### src/rtl/dma_arb_pkg.sv
package dma_arb_pkg;
  localparam int DATA_W = 32;
  localparam int NGRP = 6;
  localparam int G_MASK = 0;
  localparam int G_EN = 1;
  localparam int G_ALT = 2;
  localparam int G_PRI = 3;
  localparam int G_DIE = 4;
  localparam int G_EIE = 5;
  localparam logic [4:0] A_CTRL = 5'd0;
  localparam logic [4:0] A_BASE = 5'd1;
  localparam logic [4:0] A_SW = 5'd14;
  localparam logic [4:0] A_DFLAG = 5'd15;
  localparam logic [4:0] A_EFLAG = 5'd16;

  typedef struct packed {
    logic       grant;
    logic       done;
    logic       err;
    logic [4:0] ch;
  } ctrlStrb_t;
endpackage

### src/rtl/dma_arb_ctrl.sv
module dma_arb_ctrl
  import dma_arb_pkg::*;
#(
  parameter int NUM_CH = 8,
  localparam int CH_BITS = (NUM_CH > 1) ? $clog2(NUM_CH) : 1
) (
  input  logic               clk,
  input  logic               rstN,
  input  logic               masterEn,
  input  logic [NUM_CH-1:0]  elig,
  input  logic [NUM_CH-1:0]  pri,
  input  logic               doneIn,
  input  logic               errIn,
  output ctrlStrb_t          strb,
  output logic               grantValid,
  output logic [CH_BITS-1:0] grantCh
);
  typedef enum logic {ST_IDLE, ST_BUSY} state_t;
  state_t state;
  logic [CH_BITS-1:0] curCh, hiIdx, loIdx, winCh;
  logic hiAny, loAny;

  always_comb begin
    hiAny = 1'b0; loAny = 1'b0;
    hiIdx = '0;   loIdx = '0;
    for (int i = NUM_CH - 1; i >= 0; i--) begin
      if (elig[i] && pri[i]) begin hiAny = 1'b1; hiIdx = CH_BITS'(i); end
      if (elig[i] && !pri[i]) begin loAny = 1'b1; loIdx = CH_BITS'(i); end
    end
    winCh = hiAny ? hiIdx : loIdx;
  end

  always_comb begin
    strb.grant = (state == ST_IDLE) && masterEn && (hiAny || loAny);
    strb.done  = (state == ST_BUSY) && doneIn;
    strb.err   = (state == ST_BUSY) && doneIn && errIn;
    strb.ch    = 5'(strb.grant ? winCh : curCh);
  end

  always_ff @(posedge clk or negedge rstN) begin
    if (!rstN) begin
      state <= ST_IDLE;
      curCh <= '0;
      grantValid <= 1'b0;
      grantCh <= '0;
    end else begin
      grantValid <= strb.grant;
      if (strb.grant) begin
        state <= ST_BUSY;
        curCh <= winCh;
        grantCh <= winCh;
      end else if (strb.done) begin
        state <= ST_IDLE;
      end
    end
  end

  AST_GRANT_PULSE: assert property (@(posedge clk) disable iff (!rstN)
    grantValid |=> !grantValid);
  AST_MASTER_GATE: assert property (@(posedge clk) disable iff (!rstN)
    grantValid |-> $past(masterEn));
  AST_HIGH_FIRST: assert property (@(posedge clk) disable iff (!rstN)
    (strb.grant && |(elig & pri)) |-> pri[winCh]);
endmodule

### src/rtl/dma_arb_dpath.sv
module dma_arb_dpath
  import dma_arb_pkg::*;
#(
  parameter int NUM_CH = 8,
  localparam int CH_BITS = (NUM_CH > 1) ? $clog2(NUM_CH) : 1
) (
  input  logic              clk,
  input  logic              rstN,
  input  logic              wrEn,
  input  logic [4:0]        wrAddr,
  input  logic [DATA_W-1:0] wrData,
  input  logic [4:0]        rdAddr,
  output logic [DATA_W-1:0] rdData,
  input  logic [NUM_CH-1:0] periphReq,
  input  ctrlStrb_t         strb,
  output logic              masterEn,
  output logic [NUM_CH-1:0] elig,
  output logic [NUM_CH-1:0] pri,
  output logic [DATA_W-1:0] descAddr,
  output logic              irqDone,
  output logic              irqErr
);
  localparam int ALT_SHIFT = 4 + $clog2(NUM_CH);
  localparam int ALIGN_BITS = ALT_SHIFT + 1;
  localparam logic [DATA_W-1:0] ALT_OFS = DATA_W'(1) << ALT_SHIFT;
  localparam logic [DATA_W-1:0] BASE_MASK = ~((DATA_W'(1) << ALIGN_BITS) - DATA_W'(1));

  logic [NUM_CH-1:0] cfg [NGRP];
  logic [NUM_CH-1:0] swPend, doneFlag, errFlag, wrBits, chOneHot;
  logic [DATA_W-1:0] baseReg;
  logic [CH_BITS-1:0] chIdx;

  assign wrBits = wrData[NUM_CH-1:0];
  assign chIdx = strb.ch[CH_BITS-1:0];
  assign chOneHot = NUM_CH'(1) << chIdx;

  for (genvar g = 0; g < NGRP; g++) begin : g_cfg
    always_ff @(posedge clk or negedge rstN) begin
      if (!rstN) cfg[g] <= '0;
      else if (wrEn && wrAddr == 5'(2 + 2 * g)) cfg[g] <= cfg[g] | wrBits;
      else if (wrEn && wrAddr == 5'(3 + 2 * g)) cfg[g] <= cfg[g] & ~wrBits;
    end
  end

  always_ff @(posedge clk or negedge rstN) begin
    if (!rstN) begin
      masterEn <= 1'b0;
      baseReg <= '0;
      swPend <= '0;
      doneFlag <= '0;
      errFlag <= '0;
      descAddr <= '0;
    end else begin
      if (wrEn && wrAddr == A_CTRL) masterEn <= wrData[0];
      if (wrEn && wrAddr == A_BASE) baseReg <= wrData & BASE_MASK;
      swPend <= (swPend | ((wrEn && wrAddr == A_SW) ? wrBits : '0))
                & cfg[G_EN] & ~(strb.grant ? chOneHot : '0);
      doneFlag <= (doneFlag & ~((wrEn && wrAddr == A_DFLAG) ? wrBits : '0))
                  | (strb.done ? chOneHot : '0);
      errFlag <= (errFlag & ~((wrEn && wrAddr == A_EFLAG) ? wrBits : '0))
                 | (strb.err ? chOneHot : '0);
      if (strb.grant)
        descAddr <= baseReg + (cfg[G_ALT][chIdx] ? ALT_OFS : '0)
                    + (DATA_W'(chIdx) << 4);
    end
  end

  assign elig = ((periphReq & ~cfg[G_MASK]) | swPend) & cfg[G_EN];
  assign pri = cfg[G_PRI];
  assign irqDone = |(doneFlag & cfg[G_DIE]);
  assign irqErr = |(errFlag & cfg[G_EIE]);

  always_comb begin
    rdData = '0;
    for (int g = 0; g < NGRP; g++)
      if (rdAddr == 5'(2 + 2 * g) || rdAddr == 5'(3 + 2 * g))
        rdData = DATA_W'(cfg[g]);
    case (rdAddr)
      A_CTRL:  rdData = DATA_W'(masterEn);
      A_BASE:  rdData = baseReg;
      A_SW:    rdData = DATA_W'(swPend);
      A_DFLAG: rdData = DATA_W'(doneFlag);
      A_EFLAG: rdData = DATA_W'(errFlag);
      default: ;
    endcase
  end

  AST_GRANT_ENABLED: assert property (@(posedge clk) disable iff (!rstN)
    strb.grant |-> cfg[G_EN][chIdx]);
  AST_DONE_FLAG: assert property (@(posedge clk) disable iff (!rstN)
    strb.done |=> doneFlag[$past(chIdx)]);
endmodule

### src/rtl/dma_req_arbiter.sv
module dma_req_arbiter
  import dma_arb_pkg::*;
#(
  parameter int NUM_CH = 8,
  localparam int CH_BITS = (NUM_CH > 1) ? $clog2(NUM_CH) : 1
) (
  input  logic               clk,
  input  logic               rstN,
  input  logic               wrEn,
  input  logic [4:0]         wrAddr,
  input  logic [31:0]        wrData,
  input  logic [4:0]         rdAddr,
  output logic [31:0]        rdData,
  input  logic [NUM_CH-1:0]  periphReq,
  input  logic               doneIn,
  input  logic               errIn,
  output logic               grantValid,
  output logic [CH_BITS-1:0] grantCh,
  output logic [31:0]        descAddr,
  output logic               irqDone,
  output logic               irqErr
);
  ctrlStrb_t strb;
  logic masterEn;
  logic [NUM_CH-1:0] elig, pri;

  dma_arb_ctrl #(.NUM_CH(NUM_CH)) u_ctrl (
    .clk(clk), .rstN(rstN), .masterEn(masterEn), .elig(elig), .pri(pri),
    .doneIn(doneIn), .errIn(errIn), .strb(strb),
    .grantValid(grantValid), .grantCh(grantCh)
  );

  dma_arb_dpath #(.NUM_CH(NUM_CH)) u_dpath (
    .clk(clk), .rstN(rstN), .wrEn(wrEn), .wrAddr(wrAddr), .wrData(wrData),
    .rdAddr(rdAddr), .rdData(rdData), .periphReq(periphReq), .strb(strb),
    .masterEn(masterEn), .elig(elig), .pri(pri), .descAddr(descAddr),
    .irqDone(irqDone), .irqErr(irqErr)
  );

  AST_DESC_ALIGN: assert property (@(posedge clk) disable iff (!rstN)
    grantValid |-> (descAddr[3:0] == 4'd0));
endmodule

### config.mk
export PLATFORM = sky130hd
export DESIGN_NAME = dma_req_arbiter
export DESIGN_NICKNAME = d
export VERILOG_FILES = /design/src/rtl/dma_arb_pkg.sv /design/src/rtl/dma_arb_ctrl.sv /design/src/rtl/dma_arb_dpath.sv /design/src/rtl/dma_req_arbiter.sv
export SDC_FILE = /design/constraint.sdc
export NUM_CORES = 1
export LEC_CHECK = 0
export BUFFER_PORTS_ARGS = -buffer_cell sky130_fd_sc_hd__buf_2
export CAP_MARGIN = 30
export CORE_MARGIN = 5
export CORE_UTILIZATION = 30
export DETAILED_ROUTE_END_ITERATION = 16
export GPL_ROUTABILITY_DRIVEN = 0
export SYNTH_ARGS = -nofsm -noshare
export SYNTH_HDL_FRONTEND = slang
export SYNTH_SLANG_ARGS = --single-unit
### constraint.sdc
create_clock -name clk -period 3.7 [get_ports clk]
set_input_delay 0.555 -clock clk [delete_from_list [all_inputs] [get_ports clk]]
set_output_delay 0.555 -clock clk [all_outputs]
set_load 0.005 [all_outputs]
==> results.json <==
{
  "finish.instance_area_mm2": 0.00810,
  "root_buffer": "clkbuf_16",
  "synth.largest_area_cell": "dfrtp_1",
  "post_cts_buffers": 0,
  "mostFrequentLayoutCell": "nand2_1",
  "tritoncts": "yes",
  "core_mm2": 0.0218,
  "final_cell_mix": "nand2_1 (177), dfrtp_1 (130), buf_2 (119), o21ai_0 (40), mux2_2 (36)",
  "final_util_pct": 37.2,
  "crit_required_ns": 3.14,
  "fin_crit_ns": 2.91,
  "run_status": "complete, no violations",
  "dieHeight_um": 158,
  "period_share_pct": 78.7,
  "grt.total_usage_pct": 18.1,
  "crit_end": "rdData[1]",
  "start_util_pct": 30.3,
  "hold_path_class": "input port to asynchronous set/reset pin",
  "grt_overflow": 0,
  "numCtsBuffers": 17,
  "dp_hpwl_mm": 15.6,
  "finalSetupViolCount": 0,
  "drt.antenna.violating_nets": 0,
  "vias": 5771,
  "wl_met2_mm": 10.1,
  "clkTransAtPathRegs_ns": 0.06,
  "htree_levels": 4,
  "cp_max_fo": 20,
  "antenna_found_initial": 5,
  "grt_first_pass_wirelength_mm": 34.5,
  "worstSetupStartpointType": "input port",
  "maxUsedRoutingLayer": "met5",
  "slew_viol_final": 0,
  "grt_max_degree": 72,
  "critPathKind": "input port to output port",
  "dieWidth_um": 158,
  "max_freq_ghz": 0.343,
  "fin_nets": 866,
  "synth_warnings": 0,
  "clockBufferDepth": 2,
  "cap_violations": 0,
  "cts_hold_buf": 0,
  "whs_ns": 0.0847,
  "via_per_inst": 5.22,
  "dr_wl_met3_mm": 2.08,
  "crit_slowest_cell": "nor2b_1",
  "preCtsSetupSlack_ns": 0.688,
  "worst_slack_ns": 0.786,
  "cp-end-kind": "output port",
  "worstSkewPairLatency_ns": 0.43,
  "worstPathCellList": "buf_2, nor2b_1, a221oi_1, a211oi_1, a211o_1, buf_2",
  "skew_ns": 0.0103,
  "wl_per_cell_um": 19.8,
  "cts-resized-gates": 0,
  "clkSinkCount": 130,
  "arrival_ns": 2.36,
  "synth_seq_cells": 130,
  "nFillCells": 2216,
  "drive_gt1_share_pct": 25.8,
  "dp.cells": 1072,
  "grt_pass1_vias": 5823,
  "p_per_area_mw_per_mm2": 669,
  "rrSetupSlack_ns": 0.87,
  "hold_viol_final": 0,
  "peakVddDrop_uv": 342,
  "netlist_instances": 705,
  "power.static_leakage_nw": 3.95,
  "cp-startpoint": "rdAddr[2]",
  "ys.flop_type": "dfrtp_1",
  "synth_area_mm2": 0.00660,
  "slew_headroom_pct": 30.4,
  "syn_to_final_growth_pct": 22.8,
  "first_pass_iters": 7,
  "synth_cell_type_count": 56,
  "io_pins": 125,
  "slowest_delay_ns": 0.56,
  "p_total_mw": 5.41,
  "drt-met1-wl_mm": 9.24,
  "rsz0062_at_grt": "false",
  "final_cells": 1105,
  "worst_pin_slew_ns": 1.04,
  "reg2reg_to": "u_dpath.doneFlag[4]",
  "drt_iter0_markers": 417,
  "seq_area_frac_synth_pct": 49.3,
  "die_area_mm2": 0.0251,
  "async_reset_ff_share_pct": 100,
  "finalSetupTns_ns": 0,
  "portBuffers": 120,
  "crit_top_cell": "buf_2",
  "drc": 0,
  "synth-edff-count": 0,
  "placed_area_mm2": 0.00747,
  "synth_top_cell_area_share_pct": 49.3,
  "syn_area_per_cell_um2": 9.36,
  "row_count": 54,
  "netlist_top_cells_area": "dfrtp_1 (49%), nand2_1 (10%), mux2_2 (6.1%)",
  "wl_mm": 21.9,
  "r2r_cells": 10
}
## metal layers
layer / vias to the layer above / track usage, %
met5: - / 0
met2: 259 / 28.3
met1: 2790 / 23.7
li1: 2677 / -
met3: 37 / 6.39
met4: 8 / 5.73
## power by group
part | switching (mW) | leakage [nW] | internal, mW
sequential | 0.385 | 1.67 | 1.83
combinational | 0.767 | 1.98 | 0.602
clock | 0.694 | 0.298 | 1.14
total | 1.85 | 3.95 | 3.57
## cell usage after synthesis, drive strengths merged (14+ instances only)
| cell | count |
|---|---|
| clkbuf | 34 |
| o21ai | 45 |
| a21oi | 35 |
| nor2b | 17 |
| nand2 | 177 |
| a31oi | 21 |
| mux2 | 36 |
| nor2 | 23 |
| and2 | 28 |
| mux2i | 19 |
| dfrtp | 130 |
| buf | 14 |
| inv | 15 |
## area by class of cell
cell class                 instances  area (um^2)  area share, %
antenna                            1         2.50         0.0309
clock buffer                      18          429           5.30
clock inverter                    14          200           2.47
inverter                          15         56.3          0.695
multi-input combinational        515         3100           38.2
sequential                       130         3250           40.2
tap                              280          350           4.33
timing repair buffer             132          709           8.76
## how the worst min path moves through the flow
stage / end / cells after the start / slack, ns / start
final: u_ctrl.grantValid / 1 / 0.08 / rstN
after CTS: u_dpath.descAddr[24] / 1 / 0.1 / rstN
after detailed placement: u_dpath.descAddr[24] / 2 / 0.46 / u_dpath.descAddr[24]
after global routing: u_ctrl.grantValid / 1 / 0.12 / rstN
after floorplan: asynchronous set/reset pin / 0 / 0.26 / rstN
after global placement: u_dpath.descAddr[9] / 2 / 0.45 / u_dpath.descAddr[9]
## worst max-delay path: cells and delay by family
kind | cells | cell delay [ns]
and+or+nand+nor | 1 | 0.56
AOI/OAI and AO/OA | 3 | 0.67
buffers and inverters | 2 | 0.57
## logic make-up (layout without fill, tap and decap cells)
family                 count (synthesis)  in the layout  share of synthesized area, %
AOI/OAI and AO/OA                    176            176                          18.2
DFF                                  130            130                          49.3
other                                  1              5                        0.0568
and+or+nand+nor                      280            280                          19.2
buffers and inverters                 63            179                          3.98
muxes                                 55             55                          9.22
Note: power is estimated with default switching activity, not from simulation.
